$ cat src/rtl/spi_eng_pkg.sv
// Package: shared offsets, control bit positions and engine state type.
// Assumes a 4-bit byte offset space; offsets are fixed by the software view.
package spi_eng_pkg;
    localparam int ADDR_W = 4;
    localparam logic [ADDR_W-1:0] OFS_OPCODE = 4'h0;
    localparam logic [ADDR_W-1:0] OFS_COUNT  = 4'h1;
    localparam logic [ADDR_W-1:0] OFS_CTRL   = 4'h2;
    localparam logic [ADDR_W-1:0] OFS_DATA   = 4'hC;
    localparam logic [ADDR_W-1:0] OFS_STAT   = 4'hD;
    localparam int CTRL_GO_BIT  = 0;
    localparam int CTRL_CLR_BIT = 4;
    localparam int STAT_SPD_LSB = 4;

    typedef enum logic [2:0] {
        ST_IDLE, ST_LEAD, ST_LOW, ST_HIGH, ST_TRAIL, ST_FIN
    } eng_state_t;
endpackage

$ cat src/rtl/spi_eng_ring.sv
// Module: ring storage shared by transmit and receive.
// Two write ports (host, engine) and two combinational read ports.
// Assumes the host and engine never write in the same cycle (host writes
// are blocked while busy); the engine port wins if they ever do.
module spi_eng_ring #(
    parameter int DEPTH = 8,
    localparam int PTR_W = $clog2(DEPTH)
) (
    input  logic             clk,
    input  logic             rst_n,
    input  logic             host_we,
    input  logic [PTR_W-1:0] host_addr,
    input  logic [7:0]       host_wdata,
    output logic [7:0]       host_rdata,
    input  logic             eng_we,
    input  logic [PTR_W-1:0] eng_waddr,
    input  logic [7:0]       eng_wdata,
    input  logic [PTR_W-1:0] eng_raddr,
    output logic [7:0]       eng_rdata
);
    logic [7:0] slot_q [DEPTH];

    for (genvar g = 0; g < DEPTH; g++) begin : g_slot
        // Purpose: update one slot from whichever port targets it.
        always_ff @(posedge clk) begin
            if (!rst_n) begin
                slot_q[g] <= '0;
            end else if (eng_we && eng_waddr == PTR_W'(g)) begin
                slot_q[g] <= eng_wdata;
            end else if (host_we && host_addr == PTR_W'(g)) begin
                slot_q[g] <= host_wdata;
            end
        end
    end

    assign host_rdata = slot_q[host_addr];
    assign eng_rdata  = slot_q[eng_raddr];


    port_excl_chk: assert property (@(posedge clk) disable iff (!rst_n)
        eng_we |-> !host_we);
endmodule

$ cat src/rtl/spi_eng_regs.sv
// Module: byte-wide register file, ring pointer and read multiplexer.
// Assumes single-cycle strobes; when both strobes are high a write wins.
// All host side effects are suppressed while the engine reports busy.
module spi_eng_regs
    import spi_eng_pkg::*;
#(
    parameter int DEPTH = 8,
    parameter int SPD_W = 2,
    localparam int PTR_W = $clog2(DEPTH),
    localparam int CNT_W = $clog2(DEPTH + 1)
) (
    input  logic              clk,
    input  logic              rst_n,
    input  logic [ADDR_W-1:0] addr,
    input  logic              wr,
    input  logic              rd,
    input  logic [7:0]        wdata,
    output logic [7:0]        rdata,
    input  logic              busy,
    input  logic [7:0]        ring_rdata,
    output logic              ring_we,
    output logic [PTR_W-1:0]  ptr,
    output logic [7:0]        opcode,
    output logic [CNT_W-1:0]  tx_len,
    output logic [CNT_W-1:0]  rx_len,
    output logic [SPD_W-1:0]  speed,
    output logic              go
);
    logic [7:0]       opc_q;
    logic [7:0]       cnt_q;
    logic [SPD_W-1:0] spd_q;
    logic [PTR_W-1:0] ptr_q;
    logic             wr_ok;
    logic [7:0]       stat_byte;

    assign wr_ok = wr && !busy;

    // Purpose: capture register writes and move the ring pointer.
    always_ff @(posedge clk) begin
        if (!rst_n) begin
            opc_q <= '0;
            cnt_q <= '0;
            spd_q <= '0;
            ptr_q <= '0;
        end else if (!busy) begin
            if (wr) begin
                unique case (addr)
                    OFS_OPCODE: opc_q <= wdata;
                    OFS_COUNT:  cnt_q <= wdata;
                    OFS_STAT:   spd_q <= wdata[STAT_SPD_LSB +: SPD_W];
                    OFS_DATA:   ptr_q <= ptr_q + 1'b1;
                    OFS_CTRL:   if (wdata[CTRL_CLR_BIT]) ptr_q <= '0;
                    default:    ;
                endcase
            end else if (rd && addr == OFS_DATA) begin
                ptr_q <= ptr_q + 1'b1;
            end
        end
    end

    // Purpose: clamp a 4-bit count field to the ring depth.
    function automatic logic [CNT_W-1:0] clamp_cnt(input logic [3:0] n);
        return (int'(n) > DEPTH) ? CNT_W'(DEPTH) : CNT_W'(n);
    endfunction

    assign tx_len  = clamp_cnt(cnt_q[3:0]);
    assign rx_len  = clamp_cnt(cnt_q[7:4]);
    assign opcode  = opc_q;
    assign speed   = spd_q;
    assign ptr     = ptr_q;
    assign go      = wr_ok && addr == OFS_CTRL && wdata[CTRL_GO_BIT];
    assign ring_we = wr_ok && addr == OFS_DATA;

    // Purpose: assemble the status byte (pointer low, speed code above).
    always_comb begin
        stat_byte = '0;
        stat_byte[PTR_W-1:0] = ptr_q;
        stat_byte[STAT_SPD_LSB +: SPD_W] = spd_q;
    end

    // Purpose: select read data by offset.
    always_comb begin
        unique case (addr)
            OFS_OPCODE: rdata = opc_q;
            OFS_COUNT:  rdata = cnt_q;
            OFS_CTRL:   rdata = {7'b0, busy};
            OFS_DATA:   rdata = ring_rdata;
            OFS_STAT:   rdata = stat_byte;
            default:    rdata = '0;
        endcase
    end


    opc_hold_chk: assert property (@(posedge clk) disable iff (!rst_n)
        busy |=> $stable(opc_q));

    cnt_hold_chk: assert property (@(posedge clk) disable iff (!rst_n)
        busy |=> $stable(cnt_q));

    ptr_hold_chk: assert property (@(posedge clk) disable iff (!rst_n)
        busy |=> ($stable(ptr_q) && $stable(spd_q)));
endmodule

$ cat src/rtl/spi_eng_shift.sv
// Module: SPI mode-0 shift sequencer with chip select and SCK divider.
// Byte 0 is the opcode; bytes 1..W come from ring slots 0..W-1; the
// remaining R bytes send 0x00. Every byte after the opcode writes its
// captured value to slot (index-1) mod DEPTH. Each SCK half-period is
// speed+1 clocks; assumes counts are already clamped to DEPTH.
module spi_eng_shift
    import spi_eng_pkg::*;
#(
    parameter int DEPTH = 8,
    parameter int SPD_W = 2,
    localparam int PTR_W = $clog2(DEPTH),
    localparam int CNT_W = $clog2(DEPTH + 1),
    localparam int IDX_W = $clog2(2 * DEPTH + 2),
    localparam int TMR_W = SPD_W + 2
) (
    input  logic             clk,
    input  logic             rst_n,
    input  logic             go,
    input  logic [7:0]       opcode,
    input  logic [CNT_W-1:0] tx_len,
    input  logic [CNT_W-1:0] rx_len,
    input  logic [SPD_W-1:0] speed,
    output logic [PTR_W-1:0] slot_raddr,
    input  logic [7:0]       slot_rdata,
    output logic             slot_we,
    output logic [PTR_W-1:0] slot_waddr,
    output logic [7:0]       slot_wdata,
    output logic             busy,
    output logic             sck,
    output logic             cs_n,
    output logic             mosi,
    input  logic             miso
);
    eng_state_t       state_q;
    logic [TMR_W-1:0] tmr_q;
    logic [TMR_W-1:0] half_t;
    logic [2:0]       bit_q;
    logic [IDX_W-1:0] idx_q;
    logic [IDX_W-1:0] last_idx;
    logic [CNT_W-1:0] tx_q;
    logic [CNT_W-1:0] rx_q;
    logic [SPD_W-1:0] spd_q;
    logic [7:0]       tx_sh_q;
    logic [7:0]       rx_sh_q;
    logic             sck_q;
    logic             cs_n_q;
    logic             tmr_done;
    logic             byte_end;

    assign half_t   = TMR_W'(spd_q) + 1'b1;
    assign last_idx = IDX_W'(tx_q) + IDX_W'(rx_q);
    assign tmr_done = (tmr_q == '0);
    assign byte_end = (state_q == ST_HIGH) && tmr_done && (bit_q == 3'd7);

    // Purpose: sequence chip select, SCK phases and the shift registers.
    always_ff @(posedge clk) begin
        if (!rst_n) begin
            state_q <= ST_IDLE;
            tmr_q   <= '0;
            bit_q   <= '0;
            idx_q   <= '0;
            tx_q    <= '0;
            rx_q    <= '0;
            spd_q   <= '0;
            tx_sh_q <= '0;
            rx_sh_q <= '0;
            sck_q   <= 1'b0;
            cs_n_q  <= 1'b1;
        end else begin
            unique case (state_q)
                ST_IDLE: begin
                    if (go) begin
                        state_q <= ST_LEAD;
                        cs_n_q  <= 1'b0;
                        tx_sh_q <= opcode;
                        tx_q    <= tx_len;
                        rx_q    <= rx_len;
                        spd_q   <= speed;
                        idx_q   <= '0;
                        bit_q   <= '0;
                        tmr_q   <= TMR_W'((int'(speed) + 1) * 2 - 1);
                    end
                end
                ST_LEAD: begin
                    if (tmr_done) begin
                        state_q <= ST_LOW;
                        tmr_q   <= half_t - 1'b1;
                    end else begin
                        tmr_q <= tmr_q - 1'b1;
                    end
                end
                ST_LOW: begin
                    if (tmr_done) begin
                        state_q <= ST_HIGH;
                        sck_q   <= 1'b1;
                        rx_sh_q <= {rx_sh_q[6:0], miso};
                        tmr_q   <= half_t - 1'b1;
                    end else begin
                        tmr_q <= tmr_q - 1'b1;
                    end
                end
                ST_HIGH: begin
                    if (tmr_done) begin
                        sck_q <= 1'b0;
                        tmr_q <= half_t - 1'b1;
                        if (bit_q == 3'd7) begin
                            if (idx_q == last_idx) begin
                                state_q <= ST_TRAIL;
                            end else begin
                                state_q <= ST_LOW;
                                idx_q   <= idx_q + 1'b1;
                                bit_q   <= '0;
                                tx_sh_q <= (idx_q < IDX_W'(tx_q)) ? slot_rdata : 8'h00;
                            end
                        end else begin
                            state_q <= ST_LOW;
                            bit_q   <= bit_q + 1'b1;
                            tx_sh_q <= {tx_sh_q[6:0], 1'b0};
                        end
                    end else begin
                        tmr_q <= tmr_q - 1'b1;
                    end
                end
                ST_TRAIL: begin
                    if (tmr_done) begin
                        state_q <= ST_FIN;
                        cs_n_q  <= 1'b1;
                    end else begin
                        tmr_q <= tmr_q - 1'b1;
                    end
                end
                ST_FIN: state_q <= ST_IDLE;
                default: state_q <= ST_IDLE;
            endcase
        end
    end

    assign slot_raddr = idx_q[PTR_W-1:0];
    assign slot_we    = byte_end && (idx_q != '0);
    assign slot_waddr = PTR_W'(idx_q - 1'b1);
    assign slot_wdata = rx_sh_q;
    assign busy       = (state_q != ST_IDLE);
    assign sck        = sck_q;
    assign cs_n       = cs_n_q;
    assign mosi       = cs_n_q ? 1'b0 : tx_sh_q[7];


    sck_in_frame_chk: assert property (@(posedge clk) disable iff (!rst_n)
        cs_n_q |-> !sck_q);

    done_after_cs_chk: assert property (@(posedge clk) disable iff (!rst_n)
        (state_q == ST_IDLE) |-> cs_n_q);

    mosi_on_fall_chk: assert property (@(posedge clk) disable iff (!rst_n)
        (sck_q && $past(sck_q)) |-> $stable(tx_sh_q));

    capture_addr_chk: assert property (@(posedge clk) disable iff (!rst_n)
        slot_we |-> (idx_q <= last_idx));
endmodule

$ cat src/rtl/spi_cmd_engine.sv
// Module: top of the SPI command engine; joins the register file, the
// shared ring and the shift sequencer. Assumes a host that polls the go
// bit and issues one strobe per byte.
module spi_cmd_engine
    import spi_eng_pkg::*;
#(
    parameter int DEPTH = 8,
    parameter int SPD_W = 2
) (
    input  logic        clk,
    input  logic        rst_n,
    input  logic [3:0]  bus_addr,
    input  logic        bus_wr,
    input  logic        bus_rd,
    input  logic [7:0]  bus_wdata,
    output logic [7:0]  bus_rdata,
    output logic        spi_sck,
    output logic        spi_cs_n,
    output logic        spi_mosi,
    input  logic        spi_miso
);
    localparam int PTR_W = $clog2(DEPTH);
    localparam int CNT_W = $clog2(DEPTH + 1);

    logic             busy;
    logic             go;
    logic             host_we;
    logic [PTR_W-1:0] ptr;
    logic [7:0]       host_rdata;
    logic [7:0]       opcode;
    logic [CNT_W-1:0] tx_len;
    logic [CNT_W-1:0] rx_len;
    logic [SPD_W-1:0] speed;
    logic             eng_we;
    logic [PTR_W-1:0] eng_waddr;
    logic [PTR_W-1:0] eng_raddr;
    logic [7:0]       eng_wdata;
    logic [7:0]       eng_rdata;

    spi_eng_regs #(.DEPTH(DEPTH), .SPD_W(SPD_W)) regs_i (
        .clk(clk), .rst_n(rst_n), .addr(bus_addr), .wr(bus_wr), .rd(bus_rd),
        .wdata(bus_wdata), .rdata(bus_rdata), .busy(busy),
        .ring_rdata(host_rdata), .ring_we(host_we), .ptr(ptr),
        .opcode(opcode), .tx_len(tx_len), .rx_len(rx_len),
        .speed(speed), .go(go)
    );

    spi_eng_ring #(.DEPTH(DEPTH)) ring_i (
        .clk(clk), .rst_n(rst_n),
        .host_we(host_we), .host_addr(ptr), .host_wdata(bus_wdata),
        .host_rdata(host_rdata),
        .eng_we(eng_we), .eng_waddr(eng_waddr), .eng_wdata(eng_wdata),
        .eng_raddr(eng_raddr), .eng_rdata(eng_rdata)
    );

    spi_eng_shift #(.DEPTH(DEPTH), .SPD_W(SPD_W)) shift_i (
        .clk(clk), .rst_n(rst_n), .go(go), .opcode(opcode),
        .tx_len(tx_len), .rx_len(rx_len), .speed(speed),
        .slot_raddr(eng_raddr), .slot_rdata(eng_rdata),
        .slot_we(eng_we), .slot_waddr(eng_waddr), .slot_wdata(eng_wdata),
        .busy(busy), .sck(spi_sck), .cs_n(spi_cs_n), .mosi(spi_mosi),
        .miso(spi_miso)
    );


    go_idle_chk: assert property (@(posedge clk) disable iff (!rst_n)
        go |=> busy);
endmodule

$ cat config.mk
export PLATFORM = sky130hd
export DESIGN_NAME = spi_cmd_engine
export DESIGN_NICKNAME = d
export VERILOG_FILES = /design/src/rtl/spi_eng_pkg.sv /design/src/rtl/spi_eng_ring.sv /design/src/rtl/spi_eng_regs.sv /design/src/rtl/spi_eng_shift.sv /design/src/rtl/spi_cmd_engine.sv
export SDC_FILE = /design/constraint.sdc
export NUM_CORES = 1
export LEC_CHECK = 0
export ABC_AREA = 0
export BUFFER_PORTS_ARGS = -buffer_cell sky130_fd_sc_hd__buf_2
export CAP_MARGIN = 25
export CORE_ASPECT_RATIO = 1.1
export CORE_UTILIZATION = 45
export CTS_CLUSTER_DIAMETER = 120
export CTS_CLUSTER_SIZE = 10
export DETAILED_ROUTE_END_ITERATION = 12
export HOLD_SLACK_MARGIN = 0.02
export PLACE_DENSITY_LB_ADDON = 0.3
export SYNTH_ARGS = -nofsm -noshare
export SYNTH_HDL_FRONTEND = slang
export SYNTH_SLANG_ARGS = --single-unit
$ cat constraint.sdc
create_clock -name clk -period 4.8 [get_ports clk]
set_input_delay 0.96 -clock clk [delete_from_list [all_inputs] [get_ports clk]]
set_output_delay 0.96 -clock clk [all_outputs]
set_load 0.01 [all_outputs]
Yosys cells after proc, flatten, opt, wreduce, memory -nomap -nowiden --
Memory sizes are Yosys's and may differ from the RTL's. A register that Yosys moved wholly into a read port is not among the register bits. Cells that the tools add are included.
Cells by class: multiplexer cells 118, order comparisons 3, div/mod/pow operators 0, eq/ne operators 35, shift operators 0, bitwise logic cells 17, add/subtract/negate cells 10, reductions and logical operators 50, multipliers 0
Operators by type and width (count):
- $mux W8 | 21
- $mux W1 | 61
- $mux W3 | 18
- $pmux W8 S5 | 1
- $eq A3 B3 Y1 const B | 10
- $logic_and A1 B1 Y1 | 24
- $mux W4 | 5
- $mux W5 | 4
- $eq A3 B2 Y1 const B | 6
- $reduce_and A3 Y1 | 6
- $or A1 B1 Y1 | 16
- $pmux W8 S2 | 1
- $pmux W3 S5 | 1
- $pmux W3 S2 | 2
- $pmux W4 S3 | 1
- $pmux W5 S2 | 1
- $reduce_and A5 Y1 | 2
- $eq A3 B1 Y1 const B | 3
- $logic_not A3 Y1 | 3
- $eq A4 B4 Y1 const B | 2
- $gt A4 B4 Y1 const B | 2
- $logic_not A4 Y1 | 2
- $ne A2 B1 Y1 const B | 4
- $ne A2 B2 Y1 const B | 4
- other kinds (22) | 33
Storage, ports and cells: memories kept 1, register bits 64, bits in latches 0, output and inout bits 11, RAM bits 64, ROM bits 0, bits of input ports 17, word-level logic and storage cells 249
Memory list:
- ring_i.slot_q | depth 8, bits a word 8, read ports 2, clocked after memory_dff 2, write ports 8, line spi_eng_ring.sv:21 | logic [7:0] slot_q [DEPTH];

Depth between registers and ports, before layout --
depth after elaboration 10, gate-level depth with buffers 10, depth with buffers taken out 8

Hierarchy --
A second synthesis with hierarchy kept.
Unflattened totals: cells, all modules 747, area total of the unflattened synthesis 7723.7 µm²
By module, submodules not included:
- spi_eng_ring | seq. area each 1921.8 µm², times used 1, area an instance 4048.9 µm², cells each 305
- spi_eng_shift | seq. area each 860.8 µm², times used 1, area an instance 2561.2 µm², cells each 300
- spi_eng_regs | seq. area each 420.4 µm², times used 1, area an instance 1113.6 µm², cells each 142

Worst setup path after synthesis --
Ideal clock, no wire load.
path type input port to output port, start input port bus_addr[1], end output port bus_rdata[3], data arrival time 2231 ps, stages 4, buffers on the path 1, data required time 3840 ps, setup slack 1609 ps, cells stage by stage nor4_1 > clkbuf_1 > a22oi_1 > o21ai_0
On the way: cells in the longest elaborated chain, start to end 2
Ends and longest elaborated chain:
- start: declaration | line spi_cmd_engine.sv:12 | input logic [3:0] bus_addr,
- $eq A4 B4 Y1, or another cell as far along | line spi_eng_regs.sv:83 | unique case (addr)
- $pmux W8 S5 * | line spi_eng_regs.sv:83
- end: declaration | line spi_cmd_engine.sv:16 | output logic [7:0] bus_rdata,
Mark *: on every way between the ends. The rest lies on a longest branch, timed or not.

Worst setup path in the final report --
start input port bus_addr[1], end output port bus_rdata[5]
Same word-level chain as after synthesis.

==> flow_summary.yaml <==
yosys:
  ys_seq_elements: 134
  synth_cell_types: 60
  ys_seq_area_share_pct: 44.3
  postSynth.asyncResetShare_pct: 0
  syn-cell-area_mm2: 0.00751
  synthFlopType: "dfxtp_1"
  synthCells: 710
  synth_edf_count: 64
  avgSynthCellArea_um2: 10.6
  syn-num-nets: 754
  synth_warnings: 0
sta:
  tightest_slew_ps: 904
  hold_viol_final: 0
  rsz0062_at_grt: "no"
  period_share_pct: 68.3
  clock_skew_ps: 9.56
  tns_ps: 0
  slew_viol_final: 0
  slew_headroom_pct: 39.8
  fmax_ghz: 0.305
  setup_viol: 0
  finalCriticalPeriod_ps: 3280
  hold_ws_ps: 458
pwr:
  p_comb_share_pct: 8.1
  p_leak_nw: 2.96
  p_sw_share_pct: 23.0
  ir_drop_uv: 237
  power_density_mw_per_mm2: 347
  power_switching_mw: 0.675
  clkPwrFrac_pct: 49.1
  seqPwrFrac_pct: 42.8
  internal-power_mw: 2.26
global_route:
  antenna_found_initial: 0
  grt_first_pass_wirelength_mm: 32.0
  grt_pass1_vias: 5822
  overflow: 0
  track_usage_pct: 24.9
  grt_max_degree: 59
floorplan:
  die_area_mm2: 0.0172
  core_area_mm2: 0.0163
  io_pins: 28
  start_util_pct: 46.0
  rows: 49
  fp.dieW_um: 125
  fp.dieH_um: 137
worst_setup_path:
  setup.worst_path.class: "primary input to primary output"
  cp-end-kind: "primary output"
  arrival_ps: 2320
  required_ps: 3840
  crit_fanout: 8
  start_kind: "primary input"
final_layout:
  final_area_mm2: 0.00845
  syn2layout_area_growth_pct: 12.5
  final_common_cell: "dfxtp_1"
  nets: 751
  drive_above_1_share_pct: 18.3
  n_antenna_cell: 0
  most-common-layout-cells: "dfxtp_1, nand2_1, edfxtp_1, a22o_1, a21oi_1"
min_path:
  hp-class: "flop to flop"
clocking:
  post_cts_buffers: 0
  clock_sinks: 134
  root_buffer: "clkbuf_16"
  htree_levels: 4
  cts_buffers: 17
  worstSkewPairLatency_ps: 430
  cts_resized: 0
  cts_tree: "done"
  clk_pin_slew_ps: 50
  postCtsHoldBufs: 0
  cts_buffer_depth: 2
route:
  drc_errors: 0
  dr_total_vias: 5893
  ant_nets: 0
  via_per_inst: 6.38
  drt_iter0_drc: 486
  wl_mm: 20.6
  dr.pass1.iters: 7
  wl_per_cell_um: 22.3
placed_design:
  place.gp.congestion: 1.06
  dp_hpwl_mm: 15.2
  numPortBuffers: 27
  placed_cell_area_mm2: 0.00773
run_status:
  status: "completed"
run:
  drv_cap: 0
power by group through the flow:
stage / sequential, mW / clock, mW / combinational, mW
2_1_floorplan: 1.26 / 0 / 0.176
4_1_cts: 1.26 / 1.44 / 0.231
5_1_grt: 1.26 / 1.49 / 0.260
3_3_place_gp: 1.28 / 0 / 0.226
6_report: 1.26 / 1.44 / 0.237
3_5_place_dp: 1.28 / 0 / 0.231
worst max-delay path, cell delays in order:
cell and delay, ps:
buf_2 130, nand2b_1 200, nor2_1 480, a222oi_1 170
o21ai_0 180, buf_2 200
final timing paths:
kind	from	to	slack (ps)	cells after the start
setup / recovery	bus_addr[1]	bus_rdata[5]	1520	6
hold / removal	shift_i.rx_q[3]	shift_i.rx_q[3]	460	2
setup reg to reg	shift_i.bit_q[0]	ring_i.slot_q[3][0]	1580	6
hold reg to reg	shift_i.rx_q[3]	shift_i.rx_q[3]	460	2
Yosys cell counts (3+ instances only):
| cell | number | area share [%] |
|---|---|---|
| dfxtp_1 | 70 | 19 |
| nand2_1 | 65 | 3.2 |
| edfxtp_1 | 64 | 26 |
| a22o_1 | 56 | 6.5 |
| a21oi_1 | 52 | 3.5 |
| clkbuf_1 | 38 | 1.9 |
| nor2_1 | 36 | 1.8 |
| mux4_2 | 32 | 9.6 |
| nand3_1 | 28 | 1.9 |
| o21ai_0 | 28 | 1.9 |
| ha_1 | 26 | 4.3 |
| mux2i_1 | 25 | 3.3 |
| inv_1 | 23 | 1.1 |
| a211oi_1 | 12 | 1.2 |
| buf_2 | 11 | 0.73 |
| buf_1 | 9 | 0.45 |
| a31o_2 | 8 | 0.93 |
| nor2_2 | 8 | 0.67 |
| a2bb2oi_1 | 7 | 0.82 |
| nand3b_1 | 7 | 0.70 |
| xor2_1 | 7 | 0.82 |
| nor3_1 | 6 | 0.40 |
| o211ai_1 | 6 | 0.60 |
| a222oi_1 | 5 | 0.67 |
| a22oi_1 | 5 | 0.50 |
| a31oi_1 | 5 | 0.42 |
| nand4_1 | 5 | 0.42 |
| nor3_2 | 5 | 0.67 |
| or3_1 | 5 | 0.42 |
| nand2b_1 | 4 | 0.33 |
| nor4b_1 | 4 | 0.47 |
| o22ai_1 | 4 | 0.33 |
| and3_1 | 3 | 0.25 |
| nor2b_1 | 3 | 0.25 |
| nor4_1 | 3 | 0.25 |
| o221ai_1 | 3 | 0.35 |
| xnor2_1 | 3 | 0.35 |
cells by family after synthesis:
kind of cell | synth area share [%]
AO/OA/AOI/OAI | 18.9
multiplexers | 12.9
adder cells (fa/ha/maj) | 4.60
AND/OR/NAND/NOR | 13.9
buffers and inverters | 4.28
XOR/XNOR | 1.17
flip-flops | 44.3
layer usage:
layer | routed length (µm) | vias up | part of all wire [%] | global-route usage (%)
met5 | 0 | - | 0 | 0
met2 | 10400 | 259 | 51 | 44.3
met3 | 1320 | 58 | 6.4 | 5.09
met1 | 7930 | 2859 | 39 | 28.3
li1 | - | 2717 | - | -
met4 | 866 | 0 | 4.2 | 13.7
sequential cells by signal, summed over array words and instances (netlist names), named ones only:
signal	flops
shift_i.cs_n	1
shift_i.bit_q	3
shift_i.state_q	3
ring_i.slot_q	64
shift_i.tx_sh_q	8
regs_i.opcode	8
shift_i.spd_q	2
shift_i.slot_wdata	8
regs_i.speed	2
regs_i.ptr	3
regs_i.cnt_q	8
shift_i.tmr_q	4
shift_i.sck	1
shift_i.idx_q	5
shift_i.tx_q	4
shift_i.rx_q	4
metrics by stage:
| step | cells | power [mW] | util [%] | worst slack [ps] |
|---|---|---|---|---|
| 2_1_floorplan | 710 | 1.44 | - | 1610 |
| 3_3_place_gp | 889 | 1.51 | 47.4 | 1410 |
| 3_5_place_dp | 889 | 1.51 | 47.4 | 1300 |
| 4_1_cts | 921 | 2.93 | 51.4 | 1240 |
| 5_1_grt | 924 | 3.01 | 51.8 | 1290 |
| 6_report | 924 | 2.93 | 51.8 | 1520 |
layout make-up:
type / instances / area, µm²
sequential: 134 / 3320
tap: 204 / 255
multi-input combinational: 494 / 3880
inverter: 24 / 90.1
timing repair buffer: 36 / 240
fill: 1398 / 7860
clock buffer: 19 / 453
clock inverter: 13 / 203
Power figures use the tool's default switching activity.
